--- src/rtl/dmah_pkg.sv ---
package dmah_pkg;

   localparam int WIDTH_CODE_BITS = 2;

   typedef enum logic [2:0] {
      ST_IDLE = 3'd0,
      ST_REQ  = 3'd1,
      ST_RD   = 3'd2,
      ST_WR   = 3'd3,
      ST_SGL  = 3'd4,
      ST_REL  = 3'd5,
      ST_GAP  = 3'd6
   } dmah_state_e;

   typedef struct packed {
      logic                       ack_wr;
      logic                       single;
      logic [WIDTH_CODE_BITS-1:0] width;
   } dmah_cfg_t;

endpackage

--- src/rtl/dmah_reqsync.sv ---
module dmah_reqsync #(
   parameter int SYNC_STAGES = 2
) (
   input  logic clk,
   input  logic rst,
   input  logic din,
   output logic rise
);
   localparam int LAST = SYNC_STAGES - 1;

   logic [SYNC_STAGES-1:0] chain_q;
   logic                   dly_q;

   generate
      if (SYNC_STAGES < 2) begin : g_bad_stages
         $error("dmah_reqsync: SYNC_STAGES must be at least 2");
      end
      for (genvar i = 0; i < SYNC_STAGES; i++) begin : g_stage
         if (i == 0) begin : g_first
            always_ff @(posedge clk) begin
               if (rst) chain_q[0] <= 1'b0;
               else     chain_q[0] <= din;
            end
         end else begin : g_next
            always_ff @(posedge clk) begin
               if (rst) chain_q[i] <= 1'b0;
               else     chain_q[i] <= chain_q[i-1];
            end
         end
      end
   endgenerate

   always_ff @(posedge clk) begin
      if (rst) dly_q <= 1'b0;
      else     dly_q <= chain_q[LAST];
   end

   assign rise = chain_q[LAST] & ~dly_q;

   AST_RISE_ONE_CYCLE: assert property (@(posedge clk) disable iff (rst)
      rise |=> !rise);

endmodule

--- src/rtl/dmah_gap_timer.sv ---
module dmah_gap_timer #(
   parameter int GAP_CYC = 2
) (
   input  logic clk,
   input  logic rst,
   input  logic load,
   output logic last
);
   localparam int CW = $clog2(GAP_CYC + 1);
   localparam logic [CW-1:0] LOAD_VAL = CW'(GAP_CYC);
   localparam logic [CW-1:0] ONE      = CW'(1);

   logic [CW-1:0] cnt_q;

   generate
      if (GAP_CYC < 1) begin : g_bad_gap
         $error("dmah_gap_timer: GAP_CYC must be at least 1");
      end
   endgenerate

   always_ff @(posedge clk) begin
      if (rst)                 cnt_q <= '0;
      else if (load)           cnt_q <= LOAD_VAL;
      else if (cnt_q != '0)    cnt_q <= cnt_q - ONE;
   end

   assign last = (cnt_q == ONE);

   AST_GAP_NO_WRAP: assert property (@(posedge clk) disable iff (rst)
      (cnt_q == '0 && !load) |=> cnt_q == '0);
   AST_GAP_BOUND: assert property (@(posedge clk) disable iff (rst)
      cnt_q <= LOAD_VAL);

endmodule

--- src/rtl/dmah_seq.sv ---
module dmah_seq
   import dmah_pkg::*;
(
   input  logic                       clk,
   input  logic                       rst,
   input  logic                       en,
   input  logic                       rise,
   input  logic                       gnt,
   input  dmah_cfg_t                  cfg_in,
   input  logic                       gap_last,
   output logic                       gap_load,
   output logic                       bus_req,
   output logic                       bus_cyc,
   output logic                       bus_wr_ph,
   output logic                       bus_rel,
   output logic                       dack,
   output logic [WIDTH_CODE_BITS-1:0] xfer_width
);
   dmah_state_e state_q, state_d;
   dmah_cfg_t   cfg_q;
   logic        accept;

   assign accept = (state_q == ST_IDLE) && en && rise;

   always_comb begin
      state_d = state_q;
      unique case (state_q)
         ST_IDLE: if (accept) state_d = ST_REQ;
         ST_REQ: begin
            if (!en)      state_d = ST_IDLE;
            else if (gnt) state_d = cfg_q.single ? ST_SGL : ST_RD;
         end
         ST_RD:   state_d = en ? ST_WR : ST_REL;
         ST_WR:   state_d = ST_REL;
         ST_SGL:  state_d = ST_REL;
         ST_REL:  state_d = ST_GAP;
         ST_GAP:  if (gap_last) state_d = ST_IDLE;
         default: state_d = ST_IDLE;
      endcase
   end

   always_ff @(posedge clk) begin
      if (rst) begin
         state_q <= ST_IDLE;
         cfg_q   <= '0;
      end else begin
         state_q <= state_d;
         if (accept) cfg_q <= cfg_in;
      end
   end

   always_comb begin
      bus_req   = 1'b0;
      bus_cyc   = 1'b0;
      bus_wr_ph = 1'b0;
      bus_rel   = 1'b0;
      dack      = 1'b0;
      unique case (state_q)
         ST_REQ: bus_req = 1'b1;
         ST_RD: begin
            bus_req = 1'b1;
            bus_cyc = 1'b1;
            dack    = en & ~cfg_q.ack_wr;
         end
         ST_WR: begin
            bus_req   = 1'b1;
            bus_cyc   = 1'b1;
            bus_wr_ph = 1'b1;
            dack      = en & cfg_q.ack_wr;
         end
         ST_SGL: begin
            bus_req = 1'b1;
            bus_cyc = 1'b1;
            dack    = en;
         end
         ST_REL:  bus_rel = 1'b1;
         default: ;
      endcase
   end

   assign gap_load   = (state_q == ST_REL);
   assign xfer_width = cfg_q.width;

   AST_WIDTH_HOLD: assert property (@(posedge clk) disable iff (rst)
      (bus_req && $past(bus_req)) |-> $stable(xfer_width));
   AST_CYC_TO_REL: assert property (@(posedge clk) disable iff (rst)
      (state_q == ST_WR || state_q == ST_SGL) |=> bus_rel);
   AST_REL_FREES_BUS: assert property (@(posedge clk) disable iff (rst)
      bus_rel |=> !bus_req);
   AST_ACK_INSIDE_CYC: assert property (@(posedge clk) disable iff (rst)
      dack |-> bus_cyc);
   AST_ONE_ACK: assert property (@(posedge clk) disable iff (rst)
      (dack && bus_wr_ph) |-> !$past(dack));
   AST_START_FROM_IDLE: assert property (@(posedge clk) disable iff (rst)
      $rose(bus_req) |-> $past(state_q) == ST_IDLE);
   AST_EN_DROP: assert property (@(posedge clk) disable iff (rst)
      (!en && state_q == ST_REQ) |=> !bus_req);

endmodule

--- src/rtl/dreq_steal_handshake.sv ---
module dreq_steal_handshake
   import dmah_pkg::*;
#(
   parameter int SYNC_STAGES = 2,
   parameter int GAP_CYC     = 2
) (
   input  logic       clk,
   input  logic       rst,
   input  logic       en,
   input  logic       dreq,
   input  logic       bus_gnt,
   input  logic       cfg_ack_wr,
   input  logic       cfg_single,
   input  logic [1:0] cfg_width,
   output logic       bus_req,
   output logic       bus_cyc,
   output logic       bus_wr_ph,
   output logic       bus_rel,
   output logic       dack,
   output logic [1:0] xfer_width
);
   logic      rise;
   logic      gap_load;
   logic      gap_last;
   dmah_cfg_t cfg_bus;

   assign cfg_bus = '{ack_wr: cfg_ack_wr, single: cfg_single, width: cfg_width};

   dmah_reqsync #(.SYNC_STAGES(SYNC_STAGES)) i_sync (
      .clk  (clk),
      .rst  (rst),
      .din  (dreq),
      .rise (rise)
   );

   dmah_gap_timer #(.GAP_CYC(GAP_CYC)) i_gap (
      .clk  (clk),
      .rst  (rst),
      .load (gap_load),
      .last (gap_last)
   );

   dmah_seq i_seq (
      .clk        (clk),
      .rst        (rst),
      .en         (en),
      .rise       (rise),
      .gnt        (bus_gnt),
      .cfg_in     (cfg_bus),
      .gap_last   (gap_last),
      .gap_load   (gap_load),
      .bus_req    (bus_req),
      .bus_cyc    (bus_cyc),
      .bus_wr_ph  (bus_wr_ph),
      .bus_rel    (bus_rel),
      .dack       (dack),
      .xfer_width (xfer_width)
   );

endmodule

--- config.mk ---
export PLATFORM = sky130hd
export DESIGN_NAME = dreq_steal_handshake
export DESIGN_NICKNAME = d
export VERILOG_FILES = /design/src/rtl/dmah_pkg.sv /design/src/rtl/dmah_reqsync.sv /design/src/rtl/dmah_gap_timer.sv /design/src/rtl/dmah_seq.sv /design/src/rtl/dreq_steal_handshake.sv
export SDC_FILE = /design/constraint.sdc
export NUM_CORES = 1
export LEC_CHECK = 0
export ABC_AREA = 1
export BUFFER_PORTS_ARGS = -buffer_cell sky130_fd_sc_hd__clkbuf_2
export CAP_MARGIN = 15
export CORE_AREA = 8 8 45 47
export CTS_CLUSTER_SIZE = 40
export DETAILED_ROUTE_END_ITERATION = 10
export DIE_AREA = 0 0 53 55
export PLACE_DENSITY = 0.7
export SKIP_LAST_GASP = 1
export SLEW_MARGIN = 10
export SYNTH_ARGS = -nofsm -noshare
export SYNTH_HDL_FRONTEND = slang
export SYNTH_SLANG_ARGS = --single-unit
--- constraint.sdc ---
create_clock -name clk -period 1.5 [get_ports clk]
set_clock_uncertainty 0.05 [all_clocks]
set_input_delay 0.15 -clock clk [delete_from_list [all_inputs] [get_ports clk]]
set_output_delay 0.15 -clock clk [all_outputs]
set_load 0.01 [all_outputs]
==> impl_metrics.env, run 1 <==
export IMPL_outcome="finished, final reports clean"
export IMPL_insertion_delay_ps=260
export IMPL_holdPathStages=3
export IMPL_start_kind="register"
export IMPL_min_period_ps=1460
export IMPL_power_w=0.000631
export IMPL_grt_start_max_net_pins=13
export IMPL_path_class="register to output port"
export IMPL_power_density_nw_per_um2=858
export IMPL_hold_end="i_sync.chain_q[0]$_SDFF_PP0_"
export IMPL_syn_mean_instance_area_um2=6.50
export IMPL_min_from="dreq"
export IMPL_cp_end_kind="output port"
export IMPL_synth_sequential_area_ratio_pct=40.2
export IMPL_io_pins=16
export IMPL_cp_max_fo=5
export IMPL_finalCritPeriodShare_pct=97.4
export IMPL_timing_rr_end="i_seq.state_q[2]$_SDFFE_PP0P_"
export IMPL_hold_class="input pin to register"
export IMPL_wl_per_cell_um=10.4
export IMPL_synthesis_nets=101
export IMPL_htreeDepth=1
export IMPL_grt_antenna_before_repair=0
export IMPL_max_freq_mhz=684
export IMPL_fin_cells=124
export IMPL_portBuffers=15
export IMPL_clockBufferDepth=2
export IMPL_initial_core_util_pct=43.2
export IMPL_groute_usage_overall_pct=9.43
export IMPL_cts_sinks=12
export IMPL_drv_cap=0
export IMPL_hold_buffers=0
export IMPL_hold_violations=0
export IMPL_reg2reg_depth=7
export IMPL_final_antenna_net_count=0
export IMPL_drt_pass1_iterations=4
export IMPL_worstMarginPinSlew_ps=233
export IMPL_ir_drop_v=0.000489
export IMPL_netlist_instances=92
export IMPL_slew_headroom_pct=84.5
export IMPL_reg2reg_slack_ps=290
export IMPL_dpl_cell_area_um2=674
export IMPL_power_leakage_nw=0.373
export IMPL_row_count=14
export IMPL_yosysUniqueCellTypes=17
export IMPL_area_growth_pct=23.0
export IMPL_stdcell_area_um2=736
export IMPL_cp_arrival_ps=1260
export IMPL_routed_via_density=4.84
export IMPL_cts_root_buf="clkbuf_4"
export IMPL_nets=118
export IMPL_die_x_um=53
export IMPL_synth_area_um2=598
export IMPL_finalMaxSlewViolations=0
export IMPL_pre_cts_slack_ps=228
export IMPL_drc_errors=0
export IMPL_r2r_start="i_seq.state_q[1]$_SDFFE_PP0P_"
export IMPL_required_ps=1300
export IMPL_yosysWarnings=0
export IMPL_wl_um=1290
export IMPL_synth_seq_cells=12
export IMPL_drive_gt1_share_pct=30.6
export IMPL_final_util_pct=53.2
export IMPL_cts_clk_slew_worst_paths_ps=70
export IMPL_grt_pass1_wl_um=2070
export IMPL_overflow=0
export IMPL_vias=600
export IMPL_setup_ws_ps=38.5
export IMPL_antennaDiodeCount=0
export IMPL_grt_pass1_vias=539
export IMPL_core_area_um2=1380
export IMPL_dieArea_um2=2920
export IMPL_gp_congestion=0.823
export IMPL_numCtsBuffers=3
export IMPL_setup_viol=0
export IMPL_rsz0062_at_grt="true"
export IMPL_dp_hpwl_um=1020
export IMPL_cts_tree="done"
export IMPL_fp_dieH_um=55
export IMPL_dp_cells=120
export IMPL_drt_iter0_drc=17
## registers in the layout, summed over array words and instances (netlist names)
register,count
i_gap.cnt_q,2
i_seq.cfg_q,2
i_seq.state_q,3
i_seq.xfer_width,2
i_sync.chain_q,2
i_sync.dly_q,1
## cell usage after synthesis
cell type	count	area, um^2
xnor2_1	1	8.76
nor2_1	11	41.3
a21oi_1	8	40.0
dfxtp_1	12	240
nor3_1	1	5.00
nor4_1	1	6.26
inv_2	3	11.3
buf_4	2	15.0
or2_1	1	6.26
nand3_1	9	45.0
inv_1	13	48.8
clkbuf_1	1	3.75
nand2_2	1	6.26
a31oi_1	1	6.26
nand2_1	24	90.1
nor2_2	2	12.5
nor2_4	1	11.3
## critical path, cell delays in order, from the launching register on
cell     delay, ps
dfxtp_2        360
nor2_4         130
inv_1           70
nor2_2          90
inv_1           80
a21oi_2        130
buf_2          130
## through the flow
stage | setup TNS, ps | hold WS, ps
5_1_grt | -44.4 | 27.2
3_5_place_dp | 0 | 304
4_1_cts | 0 | 22.2
6_report | 0 | 23.7
2_1_floorplan | 0 | 169
3_3_place_gp | 0 | 293
## report_power, final
part / total, W / leakage, nW / internal (W) / switching, W
Clock: 0.000246 / 0.0210 / 0.000147 / 0.0000986
Combinational: 0.0000544 / 0.253 / 0.0000225 / 0.0000319
Sequential: 0.000331 / 0.0992 / 0.000325 / 0.00000638
Total: 0.000631 / 0.373 / 0.000495 / 0.000137
## worst max-delay path by stage
stage	startpoint	endpoint	cells after the start
global placement	i_seq.state_q[0]$_SDFFE_PP0P_	dack	6
finish	i_seq.state_q[1]$_SDFFE_PP0P_	dack	6
floorplan	i_seq.state_q[1]$_SDFFE_PP0P_	dack	5
detailed placement	i_seq.state_q[0]$_SDFFE_PP0P_	dack	6
CTS	i_seq.state_q[0]$_SDFFE_PP0P_	dack	6
global route	i_seq.state_q[1]$_SDFFE_PP0P_	dack	6
## cell usage in the layout (no fill, tap or decap), types with 2 or more instances in the layout
cell type / synthesis / final
dfxtp_2: 0 / 2
inv_1: 13 / 13
a21oi_1: 8 / 7
dfxtp_1: 12 / 9
nor2_2: 2 / 3
clkbuf_2: 0 / 14
nor2_1: 11 / 9
nor2_4: 1 / 2
clkbuf_4: 0 / 3
inv_2: 3 / 3
nand3_1: 9 / 9
nand2_1: 24 / 24
## area by class of cell
cell class,instances,area (um^2)
fill,142,648
multi-input combinational,61,298
sequential,12,246
timing repair buffer,15,75.1
inverter,16,60.1
clock buffer,4,36.3
tap,16,20.0
## metal layers
metal  up-vias  part of all wire [%]  track usage [%]
li1        315                     -                -
met1       259                    45             9.82
met2        22                    45             16.6
met3         4                   8.0             2.67
met4         0                   1.7             5.60
met5         -                     0                0
## logic make-up (layout without fill, tap and decap cells)
kind of cell           after synthesis  in the layout  share of synthesized area, %
AO/OA/AOI/OAI                        9              9                          7.74
AND/OR/NAND/NOR                     51             51                          37.4
buffers and inverters               19             35                          13.2
XOR/XNOR                             1              1                          1.46
flip-flops                          12             12                          40.2
## timing repair
action / in CTS / in global routing
pin swaps: 1 / 1
setup endpoints to repair: 1 / 3
hold endpoints to repair: 0 / 0
buffers inserted: 0 / 0
resized for setup: 5 / 5
(Power assumes the default switching activity.)
==> run 2: changes to the inputs <==
- ABC_CLOCK_PERIOD_IN_PS: default -> 1500
- CORE_AREA: 8 8 45 47 -> 2 2 39 41
- DIE_AREA: 0 0 53 55 -> 0 0 41 43
==> run 2 against run 1 <==
Against the previous run:
- design area fell by 0.51%
- via count fell by 4.8%
- die area fell by 40%
- total power rose by 0.24%
- worst setup slack improved by 27 ps
- final cell count did not move
- register-to-register slack got worse by 20 ps
- maximum frequency rose by 1.9%
- critical endpoint unchanged
==> impl_metrics.env, run 2 (synthesis results as in run 1) <==
export IMPL_wl_per_cell_um=9.44
export IMPL_cts_root_buf="clkbuf_4"
export IMPL_area_growth_pct=22.4
export IMPL_insertion_delay_ps=270
export IMPL_fp_dieH_um=43
export IMPL_multi_input_area_um2=294
export IMPL_stdcell_area_um2=732
export IMPL_drt_pass1_iterations=4
export IMPL_path_class="register to output port"
export IMPL_gp_congestion=0.779
export IMPL_row_count=14
export IMPL_drt_iter0_drc=8
export IMPL_setup_viol=0
export IMPL_dp_hpwl_um=918
export IMPL_required_ps=1300
export IMPL_cts_clk_slew_worst_paths_ps=70
export IMPL_n_fill_cell=150
export IMPL_cp_max_fo=5
export IMPL_numCtsBuffers=3
export IMPL_outcome="finished, final reports clean"
export IMPL_reg2reg_slack_ps=270
export IMPL_min_from="dreq"
export IMPL_portBuffers=15
export IMPL_io_pins=16
export IMPL_cts_tree="done"
export IMPL_hold_violations=0
export IMPL_ir_drop_v=0.000531
export IMPL_hold_buffers=0
export IMPL_groute_usage_overall_pct=16.3
export IMPL_worstMarginPinSlew_ps=225
export IMPL_start_kind="register"
export IMPL_min_period_ps=1430
export IMPL_grt_antenna_before_repair=0
export IMPL_drc_errors=0
export IMPL_dieArea_um2=1760
export IMPL_grt_start_max_net_pins=13
export IMPL_regMostFlops="i_seq.state_q"
export IMPL_finalMaxSlewViolations=0
export IMPL_reg2reg_depth=7
export IMPL_die_x_um=41
export IMPL_routed_via_density=4.60
export IMPL_nets=118
export IMPL_drv_cap=0
export IMPL_fin_cells=124
export IMPL_power_leakage_nw=0.373
export IMPL_initial_core_util_pct=43.2
export IMPL_power_w=0.000633
export IMPL_largest_reg_flops=3
export IMPL_vias=571
export IMPL_cp_end_kind="output port"
export IMPL_rsz0062_at_grt="true"
export IMPL_cp_arrival_ps=1230
export IMPL_grt_pass1_wl_um=1970
export IMPL_grt_pass1_vias=516
export IMPL_htreeDepth=1
export IMPL_wl_um=1170
export IMPL_holdPathStages=3
export IMPL_antennaDiodeCount=0
export IMPL_dp_cells=120
export IMPL_hold_class="input pin to register"
export IMPL_slew_headroom_pct=85.0
export IMPL_max_freq_mhz=697
export IMPL_clockBufferDepth=2
export IMPL_setup_tns_final_ps=0
export IMPL_cts_sinks=12
export IMPL_r2r_start="i_seq.state_q[0]$_SDFFE_PP0P_"
export IMPL_mostFrequentLayoutCell="nand2_1"
export IMPL_seqCellArea_um2=246
export IMPL_timing_rr_end="i_seq.state_q[2]$_SDFFE_PP0P_"
export IMPL_final_cell_mix="nand2_1, clkbuf_2, inv_1"
export IMPL_cts_setup_buffers=0
export IMPL_finalCritPeriodShare_pct=95.6
export IMPL_drive_gt1_share_pct=29.6
export IMPL_core_area_um2=1380
export IMPL_overflow=0
export IMPL_final_util_pct=52.9
export IMPL_dpl_cell_area_um2=674
export IMPL_final_antenna_net_count=0
export IMPL_hold_end="i_sync.chain_q[0]$_SDFF_PP0_"
export IMPL_power_density_nw_per_um2=865
run 2: cell counts in the layout (fill, tap and decap cells not counted):
No cell type changed its count.
run 2: area by class of cell:
type	count	share of cell area, %
Inverter	16	8.21
Tap cell	16	2.74
Timing Repair Buffer	15	10.3
Clock buffer	4	4.96
Sequential cell	12	33.7
Multi-Input combinational cell	61	40.2
run 2: stage by stage:
| step | setup slack (ps) | hold slack, ps |
|---|---|---|
| 3_5_place_dp | 226 | 296 |
| 5_1_grt | -39.8 | 10.2 |
| 6_report | 65.7 | 13.9 |
| 2_1_floorplan | 329 | 169 |
| 3_3_place_gp | 251 | 293 |
| 4_1_cts | 10.1 | 10.5 |
run 2: worst max-delay path: stages, from the launching register on:
cell     delay [ps]
dfxtp_4         370
nor2_4          120
inv_1            70
nor2_2           90
inv_1            70
a21oi_1         110
buf_2           140
run 2: how the worst max path moves through the flow:
| stage | startpoint | cells past startpoint | end |
|---|---|---|---|
| floorplan | i_seq.state_q[1]$_SDFFE_PP0P_ | 5 | dack |
| global placement | i_seq.state_q[0]$_SDFFE_PP0P_ | 6 | dack |
| detailed placement | i_seq.state_q[0]$_SDFFE_PP0P_ | 6 | dack |
| CTS | i_seq.state_q[1]$_SDFFE_PP0P_ | 6 | dack |
| global route | i_seq.state_q[1]$_SDFFE_PP0P_ | 6 | dack |
| finish | i_seq.state_q[1]$_SDFFE_PP0P_ | 6 | dack |
run 2: per-layer routing:
metal / vias to the layer above / part of all wire, % / GRT usage [%]
met3: 2 / 5.3 / 3.14
li1: 314 / - / -
met5: - / 0 / 0
met4: 0 / 0.51 / 8.00
met2: 17 / 46 / 24.1
met1: 238 / 48 / 21.6
run 2: repair_timing:
item	4_1_cts	5_1_grt
pin swaps	0	1
hold endpoints to repair	0	0
setup endpoints to repair	2	2
resized for setup	5	4
run 2: power breakdown:
group          switching (W)  leakage [nW]  internal, W
registers         0.00000631        0.0992     0.000324
logic              0.0000308         0.253    0.0000224
clock network       0.000102        0.0210     0.000147
total               0.000139         0.373     0.000494
==> run 3: changes to the inputs <==
- PLACE_DENSITY: 0.7 -> 0.75
==> run 3 against run 2 <==
Against the previous run:
- clock-buffer cell count is 1 lower
- critical path depth stayed put
- final cell count is 1.6% higher
- hold slack better by 5.3 ps
- global-route usage fell by 1.0 points
- first-iteration DRC count increased by 100%
- die area unchanged
- combinational power grew 10%
- worst setup slack lost 27 ps
- sequential share of layout area decreased by 0.12 points
- design area up 1.4%
- via count increased by 4.2%
- largest cell class unchanged
==> impl_metrics.env, run 3 (synthesis results as in run 1) <==
export IMPL_portBuffers=15
export IMPL_stdcell_area_um2=742
export IMPL_required_ps=1300
export IMPL_setup_ws_ps=38.3
export IMPL_dieArea_um2=1760
export IMPL_setup_tns_final_ps=0
export IMPL_drv_cap=0
export IMPL_row_count=14
export IMPL_seqCellArea_um2=249
export IMPL_routed_via_density=4.72
export IMPL_initial_core_util_pct=43.2
export IMPL_final_cell_mix="nand2_1, clkbuf_2, inv_1"
export IMPL_groute_usage_overall_pct=15.3
export IMPL_max_freq_mhz=684
export IMPL_power_frac_comb_pct=10.2
export IMPL_cts_clk_slew_worst_paths_ps=70
export IMPL_grt_start_max_net_pins=13
export IMPL_vias=595
export IMPL_die_x_um=41
export IMPL_grt_antenna_before_repair=0
export IMPL_hold_buffers=0
export IMPL_min_period_ps=1460
export IMPL_largest_reg_flops=3
export IMPL_worstMarginPinSlew_ps=232
export IMPL_path_class="register to output port"
export IMPL_finalMaxSlewViolations=0
export IMPL_fp_dieH_um=43
export IMPL_mostFrequentLayoutCell="nand2_1"
export IMPL_power_w=0.000574
export IMPL_drc_errors=0
export IMPL_clockBufferDepth=2
export IMPL_outcome="finished, final reports clean"
export IMPL_drive_gt1_share_pct=31.8
export IMPL_multi_input_area_um2=293
export IMPL_pre_cts_slack_ps=191
export IMPL_final_antenna_net_count=0
export IMPL_cts_sinks=12
export IMPL_cp_end_kind="output port"
export IMPL_grt_pass1_wl_um=1860
export IMPL_hold_class="input pin to register"
export IMPL_area_growth_pct=24.1
export IMPL_antennaDiodeCount=0
export IMPL_slew_headroom_pct=84.4
export IMPL_dpl_cell_area_um2=674
export IMPL_dp_hpwl_um=920
export IMPL_gp_congestion=0.703
export IMPL_power_leakage_nw=0.378
export IMPL_insertion_delay_ps=260
export IMPL_cp_max_fo=5
export IMPL_wl_um=1190
export IMPL_cp_arrival_ps=1260
export IMPL_core_area_um2=1380
export IMPL_nets=121
export IMPL_regMostFlops="i_seq.state_q"
export IMPL_power_density_nw_per_um2=774
export IMPL_p_sw_share_pct=23.0
export IMPL_ir_drop_v=0.000580
export IMPL_start_kind="register"
export IMPL_io_pins=16
export IMPL_wl_per_cell_um=9.44
export IMPL_htreeDepth=1
export IMPL_p_int_w=0.000442
export IMPL_cts_root_buf="clkbuf_4"
export IMPL_overflow=0
export IMPL_setup_viol=0
export IMPL_finalCritPeriodShare_pct=97.4
export IMPL_whs_ps=19.1
export IMPL_drt_pass1_iterations=5
export IMPL_clkPwrFrac_pct=32.4
export IMPL_cts_tree="done"
export IMPL_numCtsBuffers=3
export IMPL_p_switching_w=0.000132
export IMPL_n_fill_cell=141
export IMPL_drt_iter0_drc=16
export IMPL_share_seq_of_total_power_pct=57.3
export IMPL_hold_violations=0
export IMPL_grt_pass1_vias=501
-- run 3: path summary, 6_finish.rpt --
path                                       from                       endpoint  slack, ps  depth (start not counted)
hold reg to reg    i_sync.chain_q[0]$_SDFF_PP0_   i_sync.chain_q[1]$_SDFF_PP0_        350                          2
hold / removal                             dreq   i_sync.chain_q[0]$_SDFF_PP0_         20                          3
setup / recovery  i_seq.state_q[1]$_SDFFE_PP0P_                           dack         40                          6
setup reg to reg  i_seq.state_q[0]$_SDFFE_PP0P_  i_seq.state_q[2]$_SDFFE_PP0P_        260                          8
-- run 3: critical path: stages, from the launching register on --
cell,delay [ps]
dfxtp_4,370
nor2_4,110
inv_1,60
nor2_2,140
inv_2,60
a21oi_2,120
buf_2,130
-- run 3: area by class of cell --
class,count,share of cell area [%]
multi-input combinational,61,39.5
sequential,12,33.6
timing repair buffer,18,13.2
inverter,16,8.09
clock buffer,3,3.04
tap,16,2.70
-- run 3: routing by layer --
metal | GRT usage, % | vias up | share of wire (%)
met5 | 0 | - | 0
met3 | 2.09 | 4 | 6.6
met4 | 10.0 | 0 | 2.4
met1 | 19.3 | 246 | 42
li1 | - | 316 | -
met2 | 22.8 | 29 | 48
-- run 3: what timing repair did --
| item | 4_1_cts | 5_1_grt |
|---|---|---|
| resized for setup | 6 | 5 |
| endpoints found under the setup margin | 1 | 3 |
| buffers inserted | 0 | 3 |
| pin swaps | 1 | 2 |
-- run 3: metrics by stage --
stage	instances	util, %
after floorplan	92	-
after global placement	120	48.7
after detailed placement	120	48.7
after CTS	123	51.4
after global routing	126	53.6
final	126	53.6
-- run 3: power groups by stage --
| stage | Combinational [W] | Sequential [W] | Clock (W) |
|---|---|---|---|
| floorplan | 0.0000348 | 0.000337 | 0 |
| global placement | 0.0000523 | 0.000338 | 0 |
| detailed placement | 0.0000526 | 0.000338 | 0 |
| CTS | 0.0000545 | 0.000331 | 0.000194 |
| global route | 0.0000672 | 0.000329 | 0.000206 |
| finish | 0.0000587 | 0.000329 | 0.000186 |
